### config.mk
export PLATFORM = sky130hd
export DESIGN_NAME = usi_clkctl
export DESIGN_NICKNAME = d
export VERILOG_FILES = /design/src/rtl/usi_clkctl_pkg.sv /design/src/rtl/usi_ctrl_reg.sv /design/src/rtl/usi_clk_sel.sv /design/src/rtl/usi_counter.sv /design/src/rtl/usi_irq_gate.sv /design/src/rtl/usi_clkctl.sv
export SDC_FILE = /design/constraint.sdc
export NUM_CORES = 1
export LEC_CHECK = 0
export BUFFER_PORTS_ARGS = -buffer_cell sky130_fd_sc_hd__buf_2
export CAP_MARGIN = 20
export CORE_MARGIN = 2
export CORE_UTILIZATION = 43
export DETAILED_ROUTE_END_ITERATION = 7
export PLACE_DENSITY = 0.79
export SETUP_SLACK_MARGIN = 0.1
export SLEW_MARGIN = 0
export SYNTH_ARGS = -nofsm -noshare
export SYNTH_HDL_FRONTEND = slang
export SYNTH_HIERARCHICAL = 1
export SYNTH_SLANG_ARGS = --single-unit
### constraint.sdc
create_clock -name clk -period 2.1 [get_ports clk]
set_input_delay 0.315 -clock clk [delete_from_list [all_inputs] [get_ports clk]]
set_output_delay 0.315 -clock clk [all_outputs]
set_load 0.02 [all_outputs]
### src/rtl/usi_clkctl_pkg.sv
package usi_clkctl_pkg;

  localparam int REG_W  = 8;
  localparam int CNT_W  = 4;
  localparam int SYNC_N = 2;

  typedef enum logic [1:0] {
    SRC_SOFT    = 2'b00,
    SRC_TIMER   = 2'b01,
    SRC_EXT_POS = 2'b10,
    SRC_EXT_NEG = 2'b11
  } clk_src_e;

  typedef struct packed {
    logic     start_ie;
    logic     ovf_ie;
    logic [1:0] wire_mode;
    clk_src_e clk_src;
  } ctrl_t;

  // Stored part of a written control word (bits 7..2).
  function automatic ctrl_t ctrl_of(input logic [REG_W-1:0] d);
    return ctrl_t'(d[REG_W-1:2]);
  endfunction

  // A write produces a software clock in two ways. With the soft source,
  // the clock strobe alone is enough. With either external source, the
  // clock strobe and the toggle strobe must both be set.
  function automatic logic soft_clock_of(input logic [REG_W-1:0] d);
    logic [1:0] src;
    src = d[3:2];
    return ((src == 2'b00) && d[1]) || (src[1] && d[1] && d[0]);
  endfunction

endpackage

### src/rtl/usi_ctrl_reg.sv
module usi_ctrl_reg
  import usi_clkctl_pkg::*;
(
  input  logic             clk,
  input  logic             rst_n,
  input  logic             wr_en,
  input  logic [REG_W-1:0] wr_data,
  output ctrl_t            ctrl,
  output logic [REG_W-1:0] rd_data,
  output logic             soft_clk_evt
);

  ctrl_t ctrl_q;

  always_ff @(posedge clk or negedge rst_n) begin
    if (!rst_n) ctrl_q <= '0;
    else if (wr_en) ctrl_q <= ctrl_of(wr_data);
  end

  assign ctrl         = ctrl_q;
  assign rd_data      = {ctrl_q, 2'b00};
  assign soft_clk_evt = wr_en && soft_clock_of(wr_data);

  p_wr_hold_r2: assert property (@(posedge clk) disable iff (!rst_n)
    wr_en |=> (rd_data[REG_W-1:2] == $past(wr_data[REG_W-1:2])) && (rd_data[1:0] == 2'b00));

endmodule

### src/rtl/usi_clk_sel.sv
module usi_clk_sel
  import usi_clkctl_pkg::*;
#(
  parameter int SYNC_STAGES = SYNC_N
) (
  input  logic     clk,
  input  logic     rst_n,
  input  logic     pin,
  input  logic     timer_match,
  input  clk_src_e clk_src,
  input  logic     soft_clk_evt,
  output logic     ext_rise,
  output logic     ext_fall,
  output logic     shift_evt
);

  logic [SYNC_STAGES-1:0] sync_q;
  logic                   prev_q;
  logic                   pin_s;
  logic                   hw_evt;

  genvar g;
  generate
    for (g = 0; g < SYNC_STAGES; g++) begin : g_sync
      if (g == 0) begin : g_first
        always_ff @(posedge clk or negedge rst_n) begin
          if (!rst_n) sync_q[0] <= 1'b0;
          else        sync_q[0] <= pin;
        end
      end else begin : g_next
        always_ff @(posedge clk or negedge rst_n) begin
          if (!rst_n) sync_q[g] <= 1'b0;
          else        sync_q[g] <= sync_q[g-1];
        end
      end
    end
  endgenerate

  assign pin_s = sync_q[SYNC_STAGES-1];

  always_ff @(posedge clk or negedge rst_n) begin
    if (!rst_n) prev_q <= 1'b0;
    else        prev_q <= pin_s;
  end

  assign ext_rise = pin_s && !prev_q;
  assign ext_fall = !pin_s && prev_q;

  always_comb begin
    case (clk_src)
      SRC_SOFT:    hw_evt = 1'b0;
      SRC_TIMER:   hw_evt = timer_match;
      SRC_EXT_POS: hw_evt = ext_rise;
      default:     hw_evt = ext_fall;
    endcase
  end

  assign shift_evt = hw_evt || soft_clk_evt;

  p_ext_edge_r5: assert property (@(posedge clk) disable iff (!rst_n)
    (ext_rise && clk_src == SRC_EXT_POS) |-> shift_evt);

  p_ext_neg_r6: assert property (@(posedge clk) disable iff (!rst_n)
    (ext_fall && clk_src == SRC_EXT_NEG) |-> shift_evt);

endmodule

### src/rtl/usi_counter.sv
module usi_counter #(
  parameter int CW = 4
) (
  input  logic          clk,
  input  logic          rst_n,
  input  logic          step,
  input  logic          flag_clr,
  output logic [CW-1:0] cnt,
  output logic          flag,
  output logic          wrap_evt
);

  localparam logic [CW-1:0] TOP = {CW{1'b1}};

  logic [CW-1:0] cnt_q;
  logic          flag_q;

  function automatic logic [CW-1:0] advance(input logic [CW-1:0] c);
    return c + 1'b1;
  endfunction

  assign wrap_evt = step && (cnt_q == TOP);

  always_ff @(posedge clk or negedge rst_n) begin
    if (!rst_n) begin
      cnt_q  <= '0;
      flag_q <= 1'b0;
    end else begin
      if (step) cnt_q <= advance(cnt_q);
      if (wrap_evt)      flag_q <= 1'b1;
      else if (flag_clr) flag_q <= 1'b0;
    end
  end

  assign cnt  = cnt_q;
  assign flag = flag_q;

  p_step_one_r10: assert property (@(posedge clk) disable iff (!rst_n)
    step |=> cnt_q == CW'($past(cnt_q) + 1'b1));

  p_hold_r10: assert property (@(posedge clk) disable iff (!rst_n)
    !step |=> $stable(cnt_q));

  p_ovf_set_r9: assert property (@(posedge clk) disable iff (!rst_n)
    (step && cnt_q == TOP) |=> flag_q);

  p_ovf_sticky_r9: assert property (@(posedge clk) disable iff (!rst_n)
    (flag_q && !flag_clr) |=> flag_q);

endmodule

### src/rtl/usi_irq_gate.sv
module usi_irq_gate #(
  parameter int N = 2
) (
  input  logic [N-1:0] flags,
  input  logic [N-1:0] enables,
  input  logic         gie,
  output logic [N-1:0] req
);

  genvar i;
  generate
    for (i = 0; i < N; i++) begin : g_req
      assign req[i] = flags[i] && enables[i] && gie;
    end
  endgenerate

endmodule

### src/rtl/usi_clkctl.sv
module usi_clkctl
  import usi_clkctl_pkg::*;
(
  input  logic             clk,
  input  logic             rst_n,
  input  logic             reg_wr_en,
  input  logic [REG_W-1:0] reg_wr_data,
  output logic [REG_W-1:0] reg_rd_data,
  input  logic             ext_clk_pin,
  input  logic             timer_match,
  input  logic             start_flag,
  input  logic             glob_int_en,
  input  logic             ovf_clr,
  output logic [1:0]       wire_mode,
  output logic             shift_clk,
  output logic [CNT_W-1:0] cnt_val,
  output logic             ovf_flag,
  output logic             ovf_irq,
  output logic             start_irq
);

  localparam int N_IRQ = 2;

  ctrl_t            ctrl;
  logic             soft_clk_evt;
  logic             ext_rise;
  logic             ext_fall;
  logic             shift_evt;
  logic             wrap_evt;
  logic [N_IRQ-1:0] irq_req;

  usi_ctrl_reg u_reg (
    .clk          (clk),
    .rst_n        (rst_n),
    .wr_en        (reg_wr_en),
    .wr_data      (reg_wr_data),
    .ctrl         (ctrl),
    .rd_data      (reg_rd_data),
    .soft_clk_evt (soft_clk_evt)
  );

  usi_clk_sel #(.SYNC_STAGES(SYNC_N)) u_sel (
    .clk          (clk),
    .rst_n        (rst_n),
    .pin          (ext_clk_pin),
    .timer_match  (timer_match),
    .clk_src      (ctrl.clk_src),
    .soft_clk_evt (soft_clk_evt),
    .ext_rise     (ext_rise),
    .ext_fall     (ext_fall),
    .shift_evt    (shift_evt)
  );

  usi_counter #(.CW(CNT_W)) u_cnt (
    .clk      (clk),
    .rst_n    (rst_n),
    .step     (shift_evt),
    .flag_clr (ovf_clr),
    .cnt      (cnt_val),
    .flag     (ovf_flag),
    .wrap_evt (wrap_evt)
  );

  usi_irq_gate #(.N(N_IRQ)) u_irq (
    .flags   ({start_flag, ovf_flag}),
    .enables ({ctrl.start_ie, ctrl.ovf_ie}),
    .gie     (glob_int_en),
    .req     (irq_req)
  );

  assign ovf_irq   = irq_req[0];
  assign start_irq = irq_req[1];
  assign wire_mode = ctrl.wire_mode;
  assign shift_clk = shift_evt;

  p_irq_immediate_r11: assert property (@(posedge clk) disable iff (!rst_n)
    (ovf_flag && !ovf_clr && !wrap_evt && glob_int_en && reg_wr_en && reg_wr_data[6]) |=>
      (ovf_irq || !glob_int_en));

  p_wrap_flag_r9: assert property (@(posedge clk) disable iff (!rst_n)
    wrap_evt |=> ovf_flag && (cnt_val == '0));

endmodule

==> results.md, run 1 <==
- Clock buffer count from CTS: 3
- Placer Congestion: 0.6319
- Delay of the slowest critical-path stage: 0.54 ns
- Met2 WL: 568 um
- Initial Util: 45.21%
- Switching Fraction: 35.55%
- CTS tree: built
- Commonest non-fill, non-tap cells in the layout: 30 x buf_2, 14 x dfrtp_1, 6 x mux2_4
- Seq. cell area: 350.3 um^2
- Vias in the first global route: 394
- Fmax: 0.5231 GHz
- Initial antenna violation count: 0
- Grt ovf: 0
- Die height: 43.57 um
- Status: finished, final reports clean
- Ratio of cells with drive above 1 in the final layout: 58.75%
- Commonest non-fill, non-tap cell in the layout: buf_2
- WP data arrival: 1.60 ns
- FP Rows: 14
- Setup Viol. Count Final: 0
- Max Cap Viol: 0
- Ant diodes: 0
- Setup TNS: 0 ns
- Largest net degree at the start of global routing: 15
- Slew Limit Fails: 0
- WHS: 0.1474 ns
- Nets@finish: 99
- IR drop worst, VDD: 0.5721 mV
- Cell Area, Synth: 673.1 um^2
- Cell count after synthesis: 50
- CP Launch Type: flip-flop
- Global-route wire length before repair: 1.731 mm
- Required time worst endpoint: 1.78 ns
- Worst Clk Skew: 0.004840 ns
- Clk_lat worst skew: 0.27 ns
- DRT antenna net count: 0
- Final period utilization: 91.03%
- WL final: 1.121 mm
- Flop pwr share: 47.1%
- Final Hold Violating Endpoints: 0
- Via density per instance: 4.740
- Die X: 43.57 um
- Net Sw Power: 0.2911 mW
- Router iterations before antenna repair: 2
- Clock period minus worst slack: 1.912 ns
- CTS Sinks: 14
- Area Overhead vs Synth: 24.54%
- WL/cell: 11.68 um
- Clock Path Buffers: 2
- H-tree depth: 1
- Mean Syn Cell Area: 13.46 um^2
- Drt drc: 0
- Pwr dens: 976.7 nW/um^2
- Min-Delay Path Class: in2reg
- Metal3 WL: 88 um
- RSZ-0062 raised after global routing: false
- Slowest cell on crit path: or4_4
- CTS clk-pin slew, worst paths: 0.07 ns
- Via Count: 455
- Critical path fanouts, max: 5
- Total track usage: 12.78%
- Crit path kind: reg2out
- IO Pins: 34
- Clock Power Share: 17.5%
- Cell Int Power: 0.5277 mW
- Top Metal Used: met3
- Die Area: 1898 um^2
- Critical-path cell list: and3b_1, or4_4, buf_4
- Setup slack on the worst flop-to-flop path: 0.34 ns
- Leakage: 0.4665 nW
- IO Port Bufs: 31
- Logic pwr share: 35.4%
- Critical Path Sink Type: output pin
- Area occupied by multi-input gates: 251.5 um^2
- Core Region: 1489 um^2
- Fillcell total: 135
- Root Driver: clkbuf_4
- M1 wire length: 463 um
- Yosys warns: 6
- Initial DRC count: 7
-- worst paths after layout --
kind                                    to       startpoint  cells past startpoint
setup reg to reg                u_cnt/flag    u_reg/ctrl[0]                      5
setup / recovery                 shift_clk    u_reg/ctrl[0]                      3
max in group asynchronous     u_cnt/cnt[1]            rst_n                      2
min in group asynchronous    u_reg/ctrl[3]            rst_n                      2
hold / removal             u_sel/sync_q[0]      ext_clk_pin                      1
hold reg to reg                u_sel/pin_s  u_sel/sync_q[0]                      0
-- per-stage QoR --
| step | total power [mW] | util [%] | cells | worst slack (ns) | cell area (um^2) |
|---|---|---|---|---|---|
| final | 0.8188 | 56.30 | 96 | 0.1884 | 838.3 |
| after global routing | 0.8706 | 56.30 | 96 | 0.1288 | 838.3 |
| after CTS | 0.8172 | 54.62 | 93 | 0.1218 | 813.3 |
| after detailed placement | 0.6705 | 52.44 | 89 | 0.3869 | 780.7 |
| after global placement | 0.6547 | 52.44 | 89 | 0.4166 | 780.7 |
| after floorplan | 0.5813 | - | 51 | 0.4327 | 676.9 |
-- cell type report --
| cell class | instances | area share (%) |
|---|---|---|
| Timing Repair Buffer | 35 | 22.69 |
| Clock buffer | 3 | 2.687 |
| Sequential cell | 14 | 41.79 |
| Inverter | 1 | 0.4478 |
| Tap cell | 16 | 2.388 |
| Multi-Input combinational cell | 27 | 30.00 |
-- what timing repair did --
item / CTS / global route
hold buffers: 1 / 0
resized for setup: 0 / 1
setup endpoints to repair: 0 / 1
buffers inserted: 0 / 3
hold endpoints to repair: 14 / 0
-- layer usage --
| layer | GRT usage (%) | up-vias |
|---|---|---|
| met4 | 1.818 | 0 |
| met1 | 15.14 | 210 |
| li1 | - | 224 |
| met5 | 0 | - |
| met2 | 20.59 | 21 |
| met3 | 7.500 | 0 |
-- worst max-delay path: cells and delay by family (launching register included) --
family | cells | cell delay [ns]
buffers and inverters | 1 | 0.18
flip-flops | 1 | 0.41
AND/OR/NAND/NOR | 2 | 0.74
-- power by group through the flow --
| stage | registers [mW] | logic (mW) | clock network (mW) |
|---|---|---|---|
| finish | 0.386 | 0.290 | 0.143 |
| detailed placement | 0.392 | 0.279 | 0 |
| CTS | 0.387 | 0.281 | 0.149 |
| floorplan | 0.439 | 0.143 | 0 |
| global placement | 0.388 | 0.267 | 0 |
| global route | 0.397 | 0.310 | 0.163 |
-- state kept, by name, summed over array words and instances, names as in the netlist --
signal / flops
u_cnt/cnt: 4
u_cnt/flag: 1
u_reg/ctrl: 6
u_sel/pin_s: 1
u_sel/sync_q: 1
u_sel/prev_q: 1
Power figures use the tool's default switching activity.
==> run 2: changes to the inputs <==
Settings changed: CELL_PAD_IN_SITES_DETAIL_PLACEMENT set to 1, CELL_PAD_IN_SITES_GLOBAL_PLACEMENT set to 1, CORE_UTILIZATION 43 to 33.
==> run 2 against run 1 <==
  * Sequential cell count did not move
  * Total power grew 6.3%
  * Count of clock-buffer cells in the layout increased by 1
  * Global-route usage increased by 0.30 points
  * Wire length increased by 28%
  * Final cell count grew 13%
  * Via count rose by 4.6%
  * Largest power group unchanged
  * Highest routed layer is now met4
==> results.md, run 2 (same netlist as run 1, synthesis figures left out) <==
- Area occupied by multi-input gates: 251.5 um^2 (unchanged)
- Final Hold Violating Endpoints: 0 (unchanged)
- FP Rows: 16 (+2)
- CTS tree: built
- Crit path kind: reg2out
- WP data arrival: 1.61 ns (about the same)
- Clk_lat worst skew: 0.27 ns (about the same)
- IR drop worst, VDD: 0.4348 mV (-24%)
- Reg2Reg Depth: 5 (unchanged)
- Commonest non-fill, non-tap cells in the layout: 30 x buf_2, 14 x dfrtp_1, 6 x mux2_4
- Worst Clk Skew: 0.001914 ns (-0.002927 ns)
- Commonest non-fill, non-tap cell in the layout: buf_2
- Ant diodes: 0 (unchanged)
- Placer Congestion: 0.6784 (+7.4%)
- Core Region: 1942 um^2 (+30%)
- Met2 WL: 795 um (+40%)
- DRT antenna net count: 0 (unchanged)
- IO Pins: 34 (unchanged)
- Non-Filler Instances: 108 (+13%)
- Via Count: 476 (+4.6%)
- Dpl cells: 100 (+12%)
- Metal3 WL: 80 um (-9.1%)
- Setup TNS: 0 ns (unchanged)
- CTS clk-pin slew, worst paths: 0.09 ns (+0.02 ns)
- Grt ovf: 0 (unchanged)
- Design area: 869.6 um^2 (+3.7%)
- Die Area: 2417 um^2 (+27%)
- Drt drc: 0 (unchanged)
- Max Cap Viol: 0 (unchanged)
- Seq. cell area: 350.3 um^2 (unchanged)
- Clock Power Share: 21.8% (+4.3 points)
- Initial antenna violation count: 0 (unchanged)
- Clock period minus worst slack: 1.920 ns (+0.008790 ns)
- Layout Utilization: 44.78% (-12 points)
- Clock Path Buffers: 2 (unchanged)
- Largest net degree at the start of global routing: 15 (unchanged)
- Critical path fanouts, max: 5 (unchanged)
- Min-Delay Path Class: in2reg
- Global-route wire length before repair: 2.311 mm (+34%)
- Slew Limit Fails: 0 (unchanged)
- Leakage: 0.4745 nW (+1.7%)
- Required time worst endpoint: 1.78 ns (about the same)
- Top Metal Used: met4
- Final Worst Setup Slack: 0.1796 ns (-0.008790 ns)
- Initial Util: 34.66% (-11 points)
- WHS: 0.1465 ns (-0.0008450 ns)
- Hold Crit Depth: 1 (unchanged)
- Critical Path Sink Type: output pin
- Total track usage: 13.08% (+0.30 points)
- CP Launch Type: flip-flop
- Largest register FFs: 6 (unchanged)
- Die X: 49.17 um (+13%)
- Fmax: 0.5207 GHz (-0.46%)
- Vias in the first global route: 512 (+30%)
- WL final: 1.433 mm (+28%)
- Ratio of cells with drive above 1 in the final layout: 59.26% (+0.51 points)
- M1 wire length: 536 um (+16%)
- Pwr dens: 1001 nW/um^2 (+2.5%)
- Area after DPL: 794.5 um^2 (+1.8%)
- WL/cell: 13.27 um (+14%)
- H-tree depth: 1 (unchanged)
- Via density per instance: 4.407 (-7.0%)
- Nets@finish: 99 (unchanged)
- Switching Fraction: 34.70% (-0.85 points)
- Cell Int Power: 0.5685 mW (+7.7%)
- Final period utilization: 91.45% (+0.42 points)
- Initial DRC count: 3 (-4)
- Die height: 49.17 um (+13%)
- Fillcell total: 232 (+72%)
- Logic pwr share: 34.0% (-1.4 points)
- Router iterations before antenna repair: 4 (+2)
- Area Overhead vs Synth: 29.18%
- Hpwl dp: 1.100 mm
- Clock buffer count from CTS: 3 (unchanged)
- Root Driver: clkbuf_4
- Place WS: 0.3860 ns (-0.0009640 ns)
- Total Power: 0.8706 mW (+6.3%)
- Setup Viol. Count Final: 0 (unchanged)
- RSZ-0062 raised after global routing: false
- IO Port Bufs: 31 (unchanged)
- Flop pwr share: 44.2% (-2.9 points)
- CTS Sinks: 14 (unchanged)
- Status: finished, final reports clean
- Net Sw Power: 0.3021 mW (+3.8%)
[run 2: power by group through the flow]
stage | clock network [mW] | logic, mW | registers [mW]
after detailed placement | 0 | 0.284 | 0.392
after global routing | 0.211 | 0.317 | 0.395
after floorplan | 0 | 0.143 | 0.439
after CTS | 0.198 | 0.287 | 0.386
after global placement | 0 | 0.271 | 0.384
final | 0.190 | 0.296 | 0.385
[run 2: repair_timing]
action | CTS | global route
resized for setup | 0 | 2
endpoints found under the hold margin | 14 | 0
endpoints found under the setup margin | 0 | 1
hold buffers | 1 | 0
setup buffers | 0 | 3
[run 2: worst paths after layout]
check	startpoint	endpoint	slack (ns)
max in group asynchronous	rst_n	u_reg/ctrl[3]	1.38
min in group asynchronous	rst_n	u_reg/ctrl[1]	0.49
min reg2reg	u_sel/sync_q[0]	u_sel/pin_s	0.37
max reg2reg	u_reg/ctrl[1]	u_cnt/flag	0.30
max	u_reg/ctrl[1]	shift_clk	0.18
min	ext_clk_pin	u_sel/sync_q[0]	0.15
[run 2: cell type report]
type / instances / share of cell area [%]
clock buffers: 4 / 4.173
inverters: 1 / 0.4317
multi-input cells: 27 / 28.92
flip-flops and latches: 14 / 40.29
well taps: 27 / 3.885
repair buffers: 35 / 22.30
[run 2: critical path, stage by stage (launching register included)]
cell and delay (ns):
dfrtp_1 0.42, and3b_1 0.20, or4_4 0.55, buf_6 0.16
[run 2: routing by layer]
metal,up-vias,track usage (%)
met5,-,0
met4,0,7.143
met3,2,3.067
met2,20,24.77
met1,230,12.82
li1,224,-
==> run 3: changes to the inputs <==
--- a/config.mk
+++ b/config.mk
@@ -6,4 +6,5 @@
 export NUM_CORES = 1
 export LEC_CHECK = 0
+export ABC_CLOCK_PERIOD_IN_PS = 2100
 export BUFFER_PORTS_ARGS = -buffer_cell sky130_fd_sc_hd__buf_2
 export CAP_MARGIN = 20
==> constraint.sdc (replaced) <==
create_clock -name clk -period 2.1 [get_ports clk]
set_input_delay 0.315 -clock clk [delete_from_list [all_inputs] [get_ports clk]]
set_output_delay 0.315 -clock clk [all_outputs]
set_load 0.005 [all_outputs]
==> run 3 against run 2 <==
  * Core utilization decreased by 0.71 points
  * Register-to-register slack improved by 0.11 ns
  * Via count increased by 0.84%
  * Non-clock buffer count decreased by 1
  * Maximum frequency increased by 0.94%
  * First-iteration DRC count decreased by 100%
  * Sequential share of layout area increased by 0.65 points
  * Cell area decreased by 1.6%
  * Wire length decreased by 0.42%
  * Largest cell class unchanged
==> results.md, run 3 (same netlist as run 1, synthesis figures left out) <==
- Status: finished, final reports clean
- Initial antenna violation count: 0 (unchanged)
- Critical Path Sink Type: output pin
- Worst setup path start: u_reg/ctrl[0]
- Final Hold Violating Endpoints: 0 (unchanged)
- Via density per instance: 4.486 (+1.8%)
- WP data arrival: 1.59 ns (-0.02 ns)
- Initial Util: 34.66% (unchanged)
- Critical path fanouts, max: 5 (unchanged)
- IO Port Bufs: 31 (unchanged)
- Total Power: 0.7977 mW (-8.4%)
- Clk_lat worst skew: 0.28 ns (about the same)
- Dpl cells: 100 (unchanged)
- FP Rows: 16 (unchanged)
- WHS: 0.1328 ns (-0.01372 ns)
- Core Region: 1942 um^2 (unchanged)
- Largest net degree at the start of global routing: 15 (unchanged)
- Nets@finish: 98 (-1.0%)
- CTS resizes: 0 (unchanged)
- Root Driver: clkbuf_4
- DRT antenna net count: 0 (unchanged)
- Reg2Reg Depth: 4 (-1)
- Die height: 49.17 um (unchanged)
- Placer Congestion: 0.6925 (+2.1%)
- Clock period minus worst slack: 1.903 ns (-0.01783 ns)
- CTS tree: built
- IR drop worst, VDD: 0.5758 mV (+32%)
- RSZ-0062 raised after global routing: false
- Drt drc: 0 (unchanged)
- Grt ovf: 0 (unchanged)
- H-tree depth: 1 (unchanged)
- Metal3 WL: 82 um (+2.5%)
- Total track usage: 13.44% (+0.36 points)
- Pwr dens: 932.1 nW/um^2 (-6.9%)
- Slew Limit Fails: 0 (unchanged)
- Top Metal Used: met4
- Worst Setup EP: shift_clk
- Setup Viol. Count Final: 0 (unchanged)
- Router iterations before antenna repair: 1 (-3)
- Commonest non-fill, non-tap cell in the layout: buf_2
- Layout Utilization: 44.07% (-0.71 points)
- Largest register FFs: 6 (unchanged)
- Max Cap Viol: 0 (unchanged)
- Ratio of cells with drive above 1 in the final layout: 58.75% (-0.51 points)
- CTS Sinks: 14 (unchanged)
- Vias in the first global route: 513 (+0.20%)
- Die Area: 2417 um^2 (unchanged)
- Required time worst endpoint: 1.78 ns (about the same)
- WL/cell: 13.34 um (+0.51%)
- RR Startpoint: u_reg/ctrl[0]
- Fillcell total: 232 (unchanged)
- Area Overhead vs Synth: 27.14%
- Setup TNS: 0 ns (unchanged)
- Global-route wire length before repair: 2.339 mm (+1.2%)
- WL final: 1.427 mm (-0.42%)
- Met2 WL: 795 um (unchanged)
- Commonest non-fill, non-tap cells in the layout: 31 x buf_2, 14 x dfrtp_1, 6 x mux2_4
- Crit path kind: reg2out
- Final period utilization: 90.60% (-0.85 points)
- Worst Clk Skew: 0.002479 ns (+0.0005658 ns)
- Min-Delay Path Class: in2reg
- Via Count: 480 (+0.84%)
- Setup slack on the worst flop-to-flop path: 0.41 ns (+0.11 ns)
- Fmax: 0.5256 GHz (+0.94%)
- Non-Filler Instances: 107 (-0.93%)
- CTS clk-pin slew, worst paths: 0.09 ns (about the same)
- Clock buffer count from CTS: 3 (unchanged)
- CP Launch Type: flip-flop
- Initial DRC count: 0 (-3)
- Die X: 49.17 um (unchanged)
- Leakage: 0.4684 nW (-1.3%)
- Reg2reg end: u_cnt/cnt[1]
- Ant diodes: 0 (unchanged)
- Clock Path Buffers: 2 (unchanged)
- M1 wire length: 514 um (-4.1%)
- IO Pins: 34 (unchanged)
==> run 3: cell count changes in the layout (fill, tap and decap cells not counted), sizes merged <==
cell and change:
buf -1
==> run 3: worst min path at each step <==
stage / cells after the start / startpoint / to
2_1_floorplan: 0 / rst_n / u_cnt/cnt[0]
3_3_place_gp: 1 / rst_n / u_cnt/flag
3_5_place_dp: 1 / rst_n / u_cnt/flag
4_1_cts: 1 / ext_clk_pin / u_sel/sync_q[0]
5_1_grt: 1 / ext_clk_pin / u_sel/sync_q[0]
6_report: 1 / ext_clk_pin / u_sel/sync_q[0]
==> run 3: worst max-delay path, stage by stage, from the launching register on <==
cell     delay [ns]
dfrtp_1        0.43
and3b_1        0.20
or4_4          0.53
buf_2          0.15
==> run 3: stage by stage <==
stage	setup WS (ns)	instance area, um^2
after floorplan	0.4767	676.9
after global placement	0.4123	794.5
after detailed placement	0.3890	794.5
after CTS	0.1203	840.8
after global routing	0.1198	855.8
final	0.1974	855.8
==> run 3: per-layer routing <==
metal	vias to the layer above	global-route usage (%)
li1	222	-
met1	232	12.92
met2	21	25.23
met3	5	3.067
met4	0	8.571
met5	-	0
==> run 3: cell type report <==
| class | instances | area [um^2] | area share, % |
|---|---|---|---|
| Clock buffer | 4 | 36.28 | 4.240 |
| Inverter | 1 | 3.754 | 0.4386 |
| Multi-Input combinational cell | 27 | 251.5 | 29.39 |
| Sequential cell | 14 | 350.3 | 40.94 |
| Tap cell | 27 | 33.78 | 3.947 |
| Timing Repair Buffer | 34 | 180.2 | 21.05 |
==> run 3: where the power goes <==
group | total (mW) | internal, mW | switching, mW
Combinational | 0.215 | 0.129 | 0.0859
Clock | 0.195 | 0.106 | 0.0897
Sequential | 0.387 | 0.328 | 0.0595
==> run 3: what timing repair did <==
item | 4_1_cts | 5_1_grt
hold buffers | 1 | 0
endpoints found under the setup margin | 0 | 1
endpoints found under the hold margin | 14 | 0
buffers inserted | 0 | 2
